==> src/rtl/rsu_pkg.sv <==
package rsu_pkg;
  typedef enum logic [1:0] {
    FN_ROTL = 2'b00,
    FN_ROTR = 2'b01,
    FN_SHL  = 2'b10,
    FN_SHR  = 2'b11
  } rsu_func_e;
endpackage

==> src/rtl/rsu_amount_reg.sv <==
module rsu_amount_reg #(
  parameter int W  = 16,
  parameter int AW = $clog2(W)
) (
  input  logic          clk,
  input  logic          rst_n,
  input  logic          wr_en,
  input  logic [W-1:0]  wr_data,
  output logic [AW-1:0] amount,
  output logic [W-1:0]  rd_data
);
  logic amt_unused_hi;
  assign amt_unused_hi = ^wr_data[W-1:AW];

  always_ff @(posedge clk or negedge rst_n) begin
    if (!rst_n)     amount <= '0;
    else if (wr_en) amount <= wr_data[AW-1:0];
  end

  assign rd_data = {{(W-AW){1'b0}}, amount};

  // the read port shows the truncated write one cycle later
  a_r6_write_truncated: assert property (@(posedge clk) disable iff (!rst_n)
    wr_en |=> rd_data == {{(W-AW){1'b0}}, $past(wr_data[AW-1:0])});
  // without a write, the held value does not change
  a_r6_hold: assert property (@(posedge clk) disable iff (!rst_n)
    !wr_en |=> $stable(rd_data));
endmodule

==> src/rtl/rsu_barrel.sv <==
module rsu_barrel
  import rsu_pkg::*;
#(
  parameter int W  = 16,
  parameter int AW = $clog2(W)
) (
  input  logic [W-1:0]  src,
  input  rsu_func_e     func,
  input  logic [AW-1:0] amount,
  output logic [W-1:0]  result
);
  // Each stage is a W-bit window onto a doubled word {v, fill}.
  // fill = v gives a rotate, fill = 0 gives a logical shift.
  logic rotate;
  logic left;
  assign rotate = (func == FN_ROTL) || (func == FN_ROTR);
  assign left   = (func == FN_ROTL) || (func == FN_SHL);

  logic [W-1:0] lstage [AW+1];
  logic [W-1:0] rstage [AW+1];
  assign lstage[0] = src;
  assign rstage[0] = src;

  for (genvar s = 0; s < AW; s++) begin : g_stage
    localparam int K = 1 << s;
    logic [W-1:0] lfill, rfill;
    assign lfill = rotate ? lstage[s] : '0;
    assign rfill = rotate ? rstage[s] : '0;
    assign lstage[s+1] = amount[s] ? ((lstage[s] << K) | (lfill >> (W-K))) : lstage[s];
    assign rstage[s+1] = amount[s] ? ((rstage[s] >> K) | (rfill << (W-K))) : rstage[s];
  end

  assign result = left ? lstage[AW] : rstage[AW];
endmodule

==> src/rtl/rsu_out_stage.sv <==
module rsu_out_stage #(
  parameter int W = 16
) (
  input  logic         clk,
  input  logic         rst_n,
  input  logic         in_valid,
  output logic         in_ready,
  input  logic [W-1:0] in_data,
  output logic         out_valid,
  input  logic         out_ready,
  output logic [W-1:0] out_data
);
  logic take;
  assign in_ready = !out_valid || out_ready;
  assign take     = in_valid && in_ready;

  always_ff @(posedge clk or negedge rst_n) begin
    if (!rst_n) begin
      out_valid <= 1'b0;
      out_data  <= '0;
    end else begin
      if (take) begin
        out_valid <= 1'b1;
        out_data  <= in_data;
      end else if (out_ready) begin
        out_valid <= 1'b0;
      end
    end
  end

  // a stalled result holds
  a_r8_stall_hold: assert property (@(posedge clk) disable iff (!rst_n)
    out_valid && !out_ready |=> out_valid && $stable(out_data));
  // an accepted beat produces a result next cycle
  a_r9_accept_valid: assert property (@(posedge clk) disable iff (!rst_n)
    in_valid && in_ready |=> out_valid);
  // valid drops only after a handshake with no new beat
  a_r9_drop: assert property (@(posedge clk) disable iff (!rst_n)
    $fell(out_valid) |-> $past(out_ready) && !$past(in_valid));
endmodule

==> src/rtl/rsu_top.sv <==
module rsu_top
  import rsu_pkg::*;
#(
  parameter int W  = 16,
  parameter int AW = $clog2(W)
) (
  input  logic         clk,
  input  logic         rst_n,
  input  logic         amt_wr_en,
  input  logic [W-1:0] amt_wr_data,
  output logic [W-1:0] amt_rd_data,
  input  logic         op_valid,
  output logic         op_ready,
  input  logic [1:0]   op_func,
  input  logic [W-1:0] op_src,
  output logic         res_valid,
  input  logic         res_ready,
  output logic [W-1:0] res_data
);
  logic [AW-1:0] amount;
  logic [W-1:0]  shifted;

  rsu_amount_reg #(.W(W), .AW(AW)) i_amt (
    .clk(clk), .rst_n(rst_n), .wr_en(amt_wr_en), .wr_data(amt_wr_data),
    .amount(amount), .rd_data(amt_rd_data)
  );

  rsu_barrel #(.W(W), .AW(AW)) i_barrel (
    .src(op_src), .func(rsu_func_e'(op_func)), .amount(amount), .result(shifted)
  );

  rsu_out_stage #(.W(W)) i_out (
    .clk(clk), .rst_n(rst_n),
    .in_valid(op_valid), .in_ready(op_ready), .in_data(shifted),
    .out_valid(res_valid), .out_ready(res_ready), .out_data(res_data)
  );

  // a zero amount passes the operand through
  a_r5_zero_pass: assert property (@(posedge clk) disable iff (!rst_n)
    op_valid && op_ready && amt_rd_data == '0 |=> res_data == $past(op_src));
endmodule

==> config.mk <==
export PLATFORM = sky130hd
export DESIGN_NAME = rsu_top
export DESIGN_NICKNAME = d
export VERILOG_FILES = /design/src/rtl/rsu_pkg.sv /design/src/rtl/rsu_amount_reg.sv /design/src/rtl/rsu_barrel.sv /design/src/rtl/rsu_out_stage.sv /design/src/rtl/rsu_top.sv
export SDC_FILE = /design/constraint.sdc
export NUM_CORES = 1
export LEC_CHECK = 0
export BUFFER_PORTS_ARGS = -buffer_cell sky130_fd_sc_hd__buf_2
export CAP_MARGIN = 30
export CORE_MARGIN = 4
export CORE_UTILIZATION = 58
export DETAILED_ROUTE_END_ITERATION = 8
export MAX_ROUTING_LAYER = met4
export PLACE_DENSITY = 0.93
export SLEW_MARGIN = 20
export SYNTH_ARGS = -nofsm -noshare
export SYNTH_HDL_FRONTEND = slang
export SYNTH_SLANG_ARGS = --single-unit
==> constraint.sdc <==
create_clock -name clk -period 3.1 [get_ports clk]
set_clock_uncertainty 0.05 [all_clocks]
set_input_delay 0.31 -clock clk [delete_from_list [all_inputs] [get_ports clk]]
set_output_delay 0.31 -clock clk [all_outputs]
set_load 0.05 [all_outputs]
After elaboration in Yosys (flattened, before gate mapping)
Index checks and enable logic that the tools add are counted.

Equality and inequality tests: 2. Reduce and logical (&&, ||, !) cells: 7. Mux-type cells: 18. Bitwise gates (word level): 8.

Operator list (number): $mux 16 (13); $or 12x16->16 (1); $or 14x16->16 (1); $or 15x16->16 (1); $or 16x1->16 (1); $or 16x2->16 (1); $or 16x4->16 (1); $or 16x8->16 (1); $or 8x16->16 (1); $mux 8 (1); $mux 4 (1); $logic_or 1x1->1 (3); $eq 2x1->1 const B (1); $eq 2x2->1 const B (1); $logic_not 2->1 (1); $mux 1 (2); $mux 2 (1); $reduce_bool 2->1 (1); $logic_and 1x1->1 (1); $logic_not 1->1 (1).

Bits in registers: 21. Input port bits: 39. Output and inout bits: 34. Logic and storage cells: 38.

Logic depth before layout (Yosys ltp)
Gate-level depths: netlist of the first run.

Word-level depth: 15. Gate-level depth with buffers: 8. Mapped depth without buffers: 5.

Modules after synthesis
A second synthesis of the first run with hierarchy kept.

Cell total of the unflattened synthesis: 334. Area total of the unflattened synthesis: 3091.7 um2.

By module, submodules not included: rsu_barrel (seq. area each 0.0 um2, cells an instance 272, area each 2127.0 um2, instances 1); rsu_out_stage (seq. area each 425.4 um2, cells an instance 37, area each 695.7 um2, instances 1); rsu_amount_reg (seq. area each 100.1 um2, cells an instance 25, area each 269.0 um2, instances 1).

Least setup slack after synthesis of the first run
OpenSTA, ideal clock, no wires.

Path type: register to register. From: register i_amt.amount[0]. To: register i_out.out_data[5]. Buffers on the path: 2. Library setup time: 0.126 ns. Arrival: 2.182 ns. Clock period less this slack: 2.358 ns. Stages on the path, launching flop included: 8. Required time: 2.924 ns. Path slack: 0.742 ns. Path through: dfrtp_1 buf_6 buf_12 mux4_2 nand2_1 o21ai_2 a211o_1 o32a_1.

Longest elaborated chain between the ends: 9. Elaborated cells on any way between the ends: 18. Those cells by class: mux: 12; bitwise: 6.

Ends and longest elaborated chain: start: declaration (line rsu_amount_reg.sv:9) `output logic [AW-1:0] amount,`; start signal: assignment (line rsu_amount_reg.sv:17) `else if (wr_en) amount <= wr_data[AW-1:0];`; $mux 16 (on tied branches) (line rsu_barrel.sv:30, rsu_barrel.sv:29); $or 14x16->16 or $or 16x2->16 (tied branches) (line rsu_barrel.sv:30, rsu_barrel.sv:29); $mux 16 (on tied branches) (line rsu_barrel.sv:30, rsu_barrel.sv:29); $mux 4 or $or 16x4->16 (tied branches) (line rsu_barrel.sv:28, rsu_barrel.sv:29); $or 12x16->16 or $mux 16 (tied branches) (line rsu_barrel.sv:30, rsu_barrel.sv:29); $mux 16 (on tied branches) (line rsu_barrel.sv:30, rsu_barrel.sv:27); $or 8x16->16 or $or 16x8->16 (tied branches) (line rsu_barrel.sv:30, rsu_barrel.sv:29); $mux 16 (on tied branches) (line rsu_barrel.sv:30, rsu_barrel.sv:29); $mux 16 (*) (line rsu_barrel.sv:33) `assign result = left ? lstage[AW] : rstage[AW];`; end signal: assignment (line rsu_out_stage.sv:24) `out_data <= in_data;`; end: declaration (line rsu_out_stage.sv:11) `output logic [W-1:0] out_data`.

Mark *: on every way between the ends. The rest lies on a longest branch, timed or not. A chain may end at the register's enable or synchronous reset.

Worst setup path in the final report of the first run
From: register i_amt.amount[0]. To: register i_out.out_data[11].

Longest elaborated chain between the ends: 9. Elaborated cells on any way between the ends: 18. Those cells by class: mux: 12; bitwise: 6.

Ends and longest elaborated chain (line): $mux 16 (on tied branches) (rsu_barrel.sv:30, rsu_barrel.sv:29); $or 14x16->16 or $or 16x2->16 (tied branches) (rsu_barrel.sv:30, rsu_barrel.sv:29); $mux 16 (on tied branches) (rsu_barrel.sv:30, rsu_barrel.sv:29); $or 12x16->16 or $mux 16 (tied branches) (rsu_barrel.sv:30, rsu_barrel.sv:27); $mux 16 or $or 16x4->16 (tied branches) (rsu_barrel.sv:30, rsu_barrel.sv:29); $mux 8 or $mux 16 (tied branches) (rsu_barrel.sv:28, rsu_barrel.sv:29); $or 8x16->16 or $or 16x8->16 (tied branches) (rsu_barrel.sv:30, rsu_barrel.sv:29); $mux 16 (on tied branches) (rsu_barrel.sv:30, rsu_barrel.sv:29); $mux 16 (*) (rsu_barrel.sv:33).

Marked as above.

==> results of run 1 <==
-- through the flow --
stage	area, um2	setup WS [ns]
2_1_floorplan	2794	0.7419
3_3_place_gp	2919	0.6964
3_5_place_dp	2919	0.6459
4_1_cts	2974	0.6294
5_1_grt	2974	0.4401
6_report	2974	0.6170
-- power breakdown --
group | switching, mW | total, mW | internal (mW)
logic | 0.522 | 0.804 | 0.282
registers | 0.0424 | 0.368 | 0.326
clock network | 0.0882 | 0.180 | 0.0916
-- layout by cell type, fill, tap and decap left out, drive strengths merged, types with 9 or more instances in the layout --
cell type,netlist,layout
conb,1,12
nor2,13,13
buf,25,55
mux4,21,21
a21oi,9,9
dfrtp,21,21
nor3,11,11
mux2,17,17
mux2i,28,28
nand2,22,22
o21ai,10,10
-- tightest hold or removal path: stages --
cell	delay, ns
buf_2	0.08
nand2_1	0.03
o21ai_0	0.06
-- cell type report --
| type | count | area, um2 | area share [%] |
|---|---|---|---|
| Multi-Input combinational cell | 228 | 1992 | 66.98 |
| Inverter | 8 | 30.03 | 1.010 |
| Clock buffer | 4 | 45.04 | 1.515 |
| Timing Repair Buffer | 56 | 315.3 | 10.60 |
| Sequential cell | 21 | 526.8 | 17.71 |
| Tap cell | 52 | 65.06 | 2.188 |
-- cell families (layout without fill, tap and decap cells) --
kind of cell,Yosys count,after routing
AND/OR/NAND/NOR,71,71
flip-flops,21,21
AO/OA/AOI/OAI,79,79
other,1,12
buffers and inverters,48,68
multiplexers,66,66
-- sequential cells by signal, indices dropped and copies added, names as in the netlist --
| signal | flops |
|---|---|
| i_out.out_valid | 1 |
| i_amt.amount | 4 |
| i_out.out_data | 16 |
-- metal layers --
layer / track usage [%] / vias to the layer above
met3: 3.630 / 18
li1: - / 1168
met4: 6.703 / 0
met1: 36.13 / 1257
met5: - / -
met2: 40.68 / 154
-- cell usage after synthesis, drive strengths merged, types with 2 or more instances --
cell     number  area share, %
mux2i        28             10
buf          25            6.9
nand2        22            3.0
dfrtp        21             19
mux4         21             18
mux2         17            7.0
clkbuf       15            2.0
nor2         13            1.8
nor3         11            2.0
o21ai        10            2.0
a21oi         9            1.6
inv           8            1.1
and2          6            1.4
a211oi        5            1.4
a221o         5            1.8
o221a         5            2.0
o22ai         5            1.1
a31oi         4           0.91
a21boi        3           0.82
a21o          3           0.82
a221oi        3            1.2
nand2b        3           0.68
nand3         3           0.55
nor2b         3           0.68
o2bb2ai       3           0.95
o31ai         3           0.82
o32ai         3           0.95
a211o         2           0.64
a2bb2oi       2           0.86
and3          2           0.45
nor3b         2           0.55
nor4bb        2           0.73
o211a         2           0.73
o31a          2           0.64
o32a          2           0.73
-- worst max path at each step --
stage,cells past startpoint,endpoint,start
6_report,6,i_out.out_data[11]$_DFFE_PN0P_,i_amt.amount[0]$_DFFE_PN0P_
5_1_grt,6,i_out.out_data[11]$_DFFE_PN0P_,i_amt.amount[0]$_DFFE_PN0P_
4_1_cts,6,i_out.out_data[11]$_DFFE_PN0P_,i_amt.amount[0]$_DFFE_PN0P_
3_5_place_dp,6,i_out.out_data[11]$_DFFE_PN0P_,i_amt.amount[0]$_DFFE_PN0P_
3_3_place_gp,6,i_out.out_data[4]$_DFFE_PN0P_,i_amt.amount[0]$_DFFE_PN0P_
2_1_floorplan,7,i_out.out_data[5]$_DFFE_PN0P_,i_amt.amount[0]$_DFFE_PN0P_
-- what timing repair did --
| item | 4_1_cts | 5_1_grt |
|---|---|---|
| hold buffers | 1 | 0 |
| endpoints found under the setup margin | 0 | 0 |
| hold endpoints to repair | 21 | 0 |
==> summary.txt, run 1 <==
Drt
  – Initial DRT Pass Iterations: 5
  – Metal2 WL: between 3000 and 4000 um
  – Detailed-route DRC error count: 0
  – Post-DRT Antenna Nets: 0
  – Final wirelength: 7525 um
  – 1st-iter DRT viols: between 300 and 400
  – Vias: 2597
  – M1 wire length: 3148 um
  – DR vias/cell: ~7.0
  – Met3 wire length: approximately 660 um
  – WL per Instance: 20.39 um
  – Highest metal used: met4

Setup path
  – Crit path max fanout: 29
  – Critical Path Start Type: flop
  – Reg2reg setup slack: 0.62 ns
  – FF-to-FF Start: i_amt.amount[0]$_DFFE_PN0P_
  – Critical path type: flop to flop
  – R2R Path End: i_out.out_data[11]$_DFFE_PN0P_
  – Worst Reg2Reg Path Length in Cells: 6
  – CP max-delay cell: dfrtp_2
  – WP data arrival: between 2 and 3 ns
  – Max incr delay on CP: 0.63 ns
  – Critical Path RT: roughly 3.2 ns
  – Cell chain of the critical path: buf_12 -> mux2i_1 -> o32ai_1 -> a221oi_1 -> a211oi_1 -> a221o_1
  – Largest delay share family, worst path: compound AO/OA/AOI/OAI gates
  – WP buf/inv: 1
  – Critical path capture point type: flop

Cells and area
  – Antenna Cells: 0
  – Layout area overhead: 8.045%
  – Layout fillers: between 300 and 400
  – Post-Route Utilization: 66.47%
  – Final Non-Filler Cells: 369
  – Share of cells above drive strength 1: 31.23%
  – NumNets Final: ~360

Die
  – Core area: 4474 um2
  – Effective utilization at floorplan: 61.52%
  – Die footprint: 5912 um2
  – Die Wd: 76.89 um
  – Die Ht: 76.89 um
  – Core Rows: 24
  – IO Pins: 73

Logic synthesis
  – Synth Flop Type: dfrtp_1
  – Complex-gate fraction of the synthesized area: between 20% and 30%
  – Part of the Yosys area used for sequential elements: about a fifth
  – Main combinational cell family by area after synthesis: multiplexers
  – Synth Area in Adders: 0%
  – Fraction of registers with async set/reset: 100.0%
  – Post-synth cell types: 57
  – Syn Std Cell Area: 2753 um2
  – Synth Instances: 286
  – Mux cell area share after synthesis: 35.27%
  – #FFs+latches synth: 21
  – Post-synth EDFFs: 0
  – Syn avg cell area: 9.625 um2
  – Area share of xor/xnor cells in the synthesized design: 0%
  – YS warnings: 0
  – Post-Synth Simple-Gate Area: between 10 and 15%

Clock tree
  – Post-CTS Setup Repair Bufs: 0
  – CTS sink cnt: 21
  – Num CTS Buffers: 3
  – Clock buffer depth: 2
  – Clk_lat worst skew: 0.26 ns
  – CTS resizes: 0
  – CTS HTree Levels: 1
  – CTS tree: built
  – Clock slew at reported path FFs: about 0.080 ns
  – CTS Root Cell: clkbuf_8

Global routing
  – Largest net degree at the start of global routing: 37
  – Global-route wire length before repair: 12280 um
  – Total gr overflow: 0
  – Vias in the first global route: between 2000 and 2500
  – Gr usage total: 26.16%
  – Initial antenna violation count: 0

Placed design
  – Post-DP HPWL: 5737 um
  – Placed cells: ~360
  – Port buffer count: 48
  – Final estimated routing congestion in global placement: 0.9189

Power and ir drop
  – PwrDens: 454.7 nW/um2
  – Worst vdd rail ir drop: about 0.00042 V
  – Leak: 1.284 nW
  – Total Power: approximately 1.4 mW

Timing
  – Final setup fails: 0
  – Worst-margin pin slew: 0.8690 ns
  – Fin Setup TNS: 0 ns
  – Slew Viols, Final: 0
  – Max frequency: 0.4027 GHz
  – Tcrit/Tclk final: between 80 and 90%
  – Worst slew margin: 41.94%
  – RSZ-0062 raised after global routing: false
  – Minimum clock period: 2.483 ns
  – Final hold slack: 0.2058 ns
  – Final Hold Fails: 0

Worst hold path
  – Worst Hold End: i_amt.amount[2]$_DFFE_PN0P_
  – Hold Crit Class: input port to flop
  – Hold_sp: amt_wr_data[2]
  – WHS Path Cells: 3

Flow run
  – Maxcap violations: 0

Status
  – Status: completed
(Power assumes the default switching activity.)
==> run 2: changes to the inputs <==
--- a/config.mk
+++ b/config.mk
@@ -8,10 +8,10 @@
 export BUFFER_PORTS_ARGS = -buffer_cell sky130_fd_sc_hd__buf_2
 export CAP_MARGIN = 30
 export CORE_MARGIN = 4
-export CORE_UTILIZATION = 58
+export CORE_UTILIZATION = 54
 export DETAILED_ROUTE_END_ITERATION = 8
 export MAX_ROUTING_LAYER = met4
-export PLACE_DENSITY = 0.93
+export PLACE_DENSITY = 0.88
 export SLEW_MARGIN = 20
 export SYNTH_ARGS = -nofsm -noshare
 export SYNTH_HDL_FRONTEND = slang
==> constraint.sdc (replaced) <==
create_clock -name clk -period 2.5 [get_ports clk]
set_clock_uncertainty 0.05 [all_clocks]
set_input_delay 0.25 -clock clk [delete_from_list [all_inputs] [get_ports clk]]
set_output_delay 0.25 -clock clk [all_outputs]
set_load 0.05 [all_outputs]
==> run 2 against run 1 <==
  * Critical path depth did not move
  * Highest routed layer unchanged
  * Setup slack got worse by 0.47 ns
  * Clock power rose by 26%
  * Non-clock buffer count rose by 16
  * Die area rose by 6.6%
  * Maximum frequency rose by 5.6%
  * Hold slack got worse by 0.069 ns
  * Largest power group unchanged
  * Wire length rose by 4.9%
==> summary.txt, run 2 (synthesis results as in run 1) <==
Global routing
  – Total gr overflow: 0
  – Global-route wire length before repair: 12550 um
  – Largest net degree at the start of global routing: 35
  – Initial antenna violation count: 0
  – Vias in the first global route: ~2500
  – Gr usage total: 26.26%

Drt
  – Initial DRT Pass Iterations: 5
  – 1st-iter DRT viols: 195
  – Final wirelength: approximately 8000 um
  – Vias: 2648
  – DR vias/cell: ~6.6
  – Detailed-route DRC error count: 0
  – Post-DRT Antenna Nets: 0
  – WL per Instance: slightly below 20 um

Die
  – Die Ht: 79.40 um
  – Effective utilization at floorplan: 57.14%
  – Die Wd: 79.40 um
  – Core area: 4817 um2
  – Die footprint: about 6300 um2
  – IO Pins: 73
  – Core Rows: 25

Setup path
  – Reg2reg setup slack: ~0.15 ns
  – Critical Path Start Type: flop
  – CP max-delay cell: dfrtp_1
  – Max incr delay on CP: roughly 0.7 ns
  – Largest delay share family, worst path: flip-flops
  – Number of cells on the critical path: 6
  – CP startpoint: i_amt.amount[2]$_DFFE_PN0P_
  – Crit path max fanout: 13
  – Critical Path RT: 2.60 ns
  – WP data arrival: 2.45 ns
  – R2R Path End: i_out.out_data[5]$_DFFE_PN0P_
  – Critical path capture point type: flop
  – Worst Reg2Reg Path Length in Cells: 6
  – Critical path type: flop to flop
  – Cell chain of the critical path: buf_4 -> mux4_1 -> mux2i_1 -> nor2_1 -> a211o_1 -> o32a_1
  – FF-to-FF Start: i_amt.amount[2]$_DFFE_PN0P_
  – WP buf/inv: 1

Cells and area
  – Final Non-Filler Cells: 400
  – Layout area overhead: 12.73%
  – NumNets Final: 373
  – Most frequent cells in the layout: buf_2 (48), mux2i_1 (28), buf_4 (23)
  – Share of cells above drive strength 1: between 30 and 40%
  – Max FFs per register: 16
  – Most common cell after layout, fill and taps aside: buf_2
  – Top reg by flops: i_out.out_data
  – Antenna Cells: 0
  – Largest regs: i_out.out_data: 16 flops, i_amt.amount: 4 flops, i_out.out_valid: 1 flops

Placed design
  – Final estimated routing congestion in global placement: 0.9381
  – Port buffer count: 48
  – Placed cells: 395
  – Post-DP HPWL: 6157 um
  – Pre-CTS WS: 0.1716 ns

Power and ir drop
  – PwrDens: 556.2 nW/um2
  – Leak: 1.357 nW
  – Worst vdd rail ir drop: 0.0003542 V
  – Total Power: 1.726 mW

Worst hold path
  – WHS Path Cells: 3
  – Hold Crit Class: input port to flop
  – Hold_sp: amt_wr_data[2]
  – Worst Hold End: i_amt.amount[2]$_DFFE_PN0P_

Clock tree
  – Clk_lat worst skew: 0.26 ns
  – CTS HTree Levels: 1
  – CTS Root Cell: clkbuf_8
  – Post-CTS Setup Repair Bufs: 0
  – Num CTS Buffers: 3
  – CTS sink cnt: 21
  – Clock slew at reported path FFs: 0.08 ns
  – Clock buffer depth: 2
  – CTS tree: built

Timing
  – PnR worst setup slack: between 0.1 and 0.15 ns
  – Worst-margin pin slew: 0.5575 ns
  – Max frequency: ~0.43 GHz
  – Final Hold Fails: 0
  – Fin Setup TNS: 0 ns
  – RSZ-0062 raised after global routing: false
  – Final setup fails: 0
  – Minimum clock period: 2.352 ns
  – Tcrit/Tclk final: a little over nine tenths
  – Slew Viols, Final: 0
  – Worst slew margin: 62.84%

Flow run
  – Maxcap violations: 0

Status
  – Status: completed
-- run 2: worst max-delay path by stage --
stage / end / slack, ns
final: i_out.out_data[5]$_DFFE_PN0P_ / 0.15
after global routing: i_out.out_data[4]$_DFFE_PN0P_ / 0.03
after detailed placement: i_out.out_data[7]$_DFFE_PN0P_ / 0.17
after global placement: i_out.out_data[7]$_DFFE_PN0P_ / 0.21
after floorplan: i_out.out_data[5]$_DFFE_PN0P_ / 0.14
after CTS: i_out.out_data[7]$_DFFE_PN0P_ / 0.15
-- run 2: layout make-up --
type	count	area (um2)
repair buffers	72	422.9
multi-input cells	228	1992
fillers	421	1714
well taps	67	83.83
inverters	8	30.03
clock buffers	4	45.04
flip-flops and latches	21	529.3
-- run 2: where the power goes --
group          internal, mW  switching, mW
combinational         0.376          0.664
sequential            0.405         0.0543
clock                 0.114          0.113
total                 0.895          0.831
-- run 2: repair_timing --
action                     CTS  global route
hold endpoints to repair    21             0
hold buffers                 1             0
setup endpoints to repair    0             1
gates resized for setup      0             1
-- run 2: stage by stage --
stage	util (%)	hold slack [ns]	cell area, um2
2_1_floorplan	-	-0.09559	2794
3_3_place_gp	63.22	0.1634	3045
3_5_place_dp	63.22	0.1788	3045
4_1_cts	64.36	0.1379	3100
5_1_grt	64.42	0.1662	3103
6_report	64.42	0.1369	3103
-- run 2: per-layer routing --
| layer | GRT usage (%) | vias to the layer above | wire (um) |
|---|---|---|---|
| met5 | - | - | 0 |
| met4 | 11.00 | 0 | 339 |
| met3 | 3.273 | 25 | 623 |
| met2 | 40.49 | 148 | 3660 |
| met1 | 35.19 | 1274 | 3270 |
| li1 | - | 1201 | - |
-- run 2: tightest hold or removal path, stage by stage --
cell and delay (ns):
buf_2 0.07, nand2_1 0.04, o21ai_0 0.05
==> run 3: changes to the inputs <==
--- a/config.mk
+++ b/config.mk
@@ -6,13 +6,13 @@
 export NUM_CORES = 1
 export LEC_CHECK = 0
 export BUFFER_PORTS_ARGS = -buffer_cell sky130_fd_sc_hd__buf_2
-export CAP_MARGIN = 30
 export CORE_MARGIN = 4
-export CORE_UTILIZATION = 54
+export CORE_UTILIZATION = 56
 export DETAILED_ROUTE_END_ITERATION = 8
 export MAX_ROUTING_LAYER = met4
-export PLACE_DENSITY = 0.88
+export PLACE_DENSITY = 0.89
 export SLEW_MARGIN = 20
 export SYNTH_ARGS = -nofsm -noshare
 export SYNTH_HDL_FRONTEND = slang
+export SYNTH_HIERARCHICAL = 1
 export SYNTH_SLANG_ARGS = --single-unit
==> run 3 against run 2 <==
  * Final area increased by 9.5%
  * Total power increased by 20%
  * Combinational power increased by 31%
  * Largest cell class unchanged
  * Highest routed layer unchanged
==> summary.txt, run 3 <==
Drt
  – WL per Instance: 21.85 um
  – Post-DRT Antenna Nets: 0
  – Initial DRT Pass Iterations: 5
  – 1st-iter DRT viols: 345
  – Final wirelength: 9767 um
  – DR vias/cell: between 6 and 7
  – Detailed-route DRC error count: 0
  – Vias: roughly 3000

Timing
  – Final setup fails: 0
  – Worst-margin pin slew: 0.6790 ns
  – RSZ-0062 raised after global routing: false
  – Max frequency: 0.4170 GHz
  – Final Hold Fails: 0
  – Fin Setup TNS: 0 ns
  – Tcrit/Tclk final: 95.91%
  – Worst slew margin: 54.57%
  – Slew Viols, Final: 0
  – Minimum clock period: about 2.4 ns
  – PnR worst setup slack: 0.1021 ns

Cells and area
  – NumNets Final: 417
  – Top reg by flops: i_out/out_data
  – Post-route cell area: 3398 um2
  – Layout area overhead: 9.915%
  – Largest regs: i_out/out_data: 16 flops, i_amt/amount: 4 flops, i_out/out_valid: 1 flops
  – Antenna Cells: 0
  – Most common cell after layout, fill and taps aside: buf_2
  – Share of cells above drive strength 1: 35.81%
  – Max FFs per register: 16
  – Most frequent cells in the layout: buf_2 (48), mux2i_1 (37), mux2_2 (27)

Logic synthesis
  – YS warnings: 6
  – Post-synth cell types: 61
  – Synth Instances: 334
  – Largest area contributor in the netlist: dfrtp_1
  – Synth Flop Type: dfrtp_1
  – Ranking of synthesized cells by area: dfrtp_1 (17%), mux2i_1 (12%), mux2_2 (9.8%), mux2_4 (6.3%), o22ai_1 (4.5%)
  – Part of the Yosys area used for sequential elements: between 10% and 20%
  – Most instantiated cells after synthesis: mux2i_1 (37), mux2_2 (27), o22ai_1 (22)
  – Syn Std Cell Area: 3092 um2
  – Syn avg cell area: ~9.3 um2
  – Top-area cell type share of the netlist area: approximately 17%
  – Post-synth EDFFs: 0
  – #FFs+latches synth: 21
  – Most numerous cell in the Yosys netlist: mux2i_1
  – Fraction of registers with async set/reset: 100.0%

Global routing
  – Largest net degree at the start of global routing: 34
  – Vias in the first global route: 2778
  – Global-route wire length before repair: 14920 um
  – Total gr overflow: 0
  – Initial antenna violation count: 0
  – Gr usage total: 30.03%

Worst hold path
  – WHS Path Cells: 2
  – Hold Crit Class: input port to flop

Placed design
  – Pre-CTS WS: 0.1019 ns
  – Port buffer count: 48
  – Final estimated routing congestion in global placement: 1.047
  – DP Area: 3341 um2
  – Post-DP HPWL: 7406 um

Clock tree
  – Clk_lat worst skew: 0.26 ns
  – CTS sink cnt: 21
  – CTS tree: built
  – Clock buffer depth: 2
  – Num CTS Buffers: 3
  – CTS HTree Levels: 1
  – CTS Root Cell: clkbuf_8
  – Clock slew at reported path FFs: ~0.07 ns
  – Post-CTS Setup Repair Bufs: 0

Power and ir drop
  – Worst vdd rail ir drop: around 0.00056 V
  – PwrDens: 611.5 nW/um2
  – Leak: 1.506 nW
  – Total Power: 2.078 mW

Die
  – Die Ht: 82.30 um
  – Effective utilization at floorplan: 59.03%
  – IO Pins: 73
  – Core Rows: 26
  – Die footprint: about 6800 um2
  – Die Wd: 82.30 um
  – Core area: 5238 um2

Setup path
  – Critical Path Start Type: flop
  – Reg2reg setup slack: 0.10 ns
  – Critical path capture point type: flop
  – Critical path type: flop to flop
  – Worst Reg2Reg Path Length in Cells: 9
  – Critical Path RT: 2.65 ns
  – Crit path max fanout: 12
  – WP data arrival: 2.55 ns

Status
  – Status: completed

Flow run
  – Maxcap violations: 0
## run 3: cell types whose count changed in the layout (fill, tap and decap cells not counted), sizes merged, moves of 6 or more
cell    delta
mux2      +31
o22ai     +17
mux4      -15
mux2i      +9
nand2b     +8
a32oi      +6
nor2b      +6
nor3       -6
## run 3: cell families after synthesis
kind of cell	after synthesis	share of synthesized area (%)
muxes	91	35.41
buffers and inverters	54	12.18
DFF	21	17.00
other	1	0.1213
and+or+nand+nor	76	12.95
AOI/OAI and AO/OA	91	22.34
## run 3: area by class of cell
class                   count  area (um2)
clock buffers               4       45.04
fillers                   470        1839
inverters                   5       18.77
multi-input cells         270        2231
flip-flops and latches     21       530.5
well taps                  70       87.58
repair buffers             77       485.5
## run 3: worst max-delay path, stage by stage (launching register included)
cell	delay, ns
dfrtp_1	0.64
buf_4	0.25
nand2b_1	0.11
buf_4	0.19
o22ai_1	0.10
a311oi_1	0.34
buf_4	0.19
a2bb2oi_1	0.06
mux2i_1	0.20
mux2_2	0.19
## run 3: final timing paths
check / start / to
worst max-delay path: i_amt/amount[2]$_DFFE_PN0P_ / i_out/out_data[13]$_DFFE_PN0P_
worst min-delay path: amt_wr_data[1] / i_amt/amount[1]$_DFFE_PN0P_
worst max register to register: i_amt/amount[2]$_DFFE_PN0P_ / i_out/out_data[13]$_DFFE_PN0P_
worst min register to register: i_out/out_data[14]$_DFFE_PN0P_ / i_out/out_data[14]$_DFFE_PN0P_
max in group asynchronous: rst_n / i_amt/amount[1]$_DFFE_PN0P_
min in group asynchronous: rst_n / i_out/out_data[15]$_DFFE_PN0P_
## run 3: where the power goes
group          internal [mW]  total, mW  leakage, nW  switching, mW
Clock                  0.113      0.219       0.0228          0.105
Sequential             0.422      0.497        0.248         0.0749
Combinational          0.512       1.36         1.24          0.850
## run 3: per-layer routing
metal / wire (um) / vias to the layer above / GRT usage [%]
li1: - / 1348 / -
met1: 4034 / 1444 / 39.27
met2: 4764 / 163 / 48.32
met3: 690 / 22 / 4.230
met4: 278 / 0 / 8.804
met5: 0 / - / -
## run 3: per-stage QoR
| stage | hold WS [ns] | utilization [%] | cells |
|---|---|---|---|
| 2_1_floorplan | -0.09559 | - | 345 |
| 3_3_place_gp | 0.1641 | 63.78 | 442 |
| 3_5_place_dp | 0.1804 | 63.78 | 442 |
| 4_1_cts | 0.1681 | 64.84 | 447 |
| 5_1_grt | 0.1718 | 64.88 | 447 |
| 6_report | 0.1728 | 64.88 | 447 |
## run 3: repair_timing
action | 4_1_cts | 5_1_grt
hold buffers | 1 | 0
hold endpoints to repair | 21 | 0
endpoints found under the setup margin | 0 | 7
gates resized for setup | 0 | 1
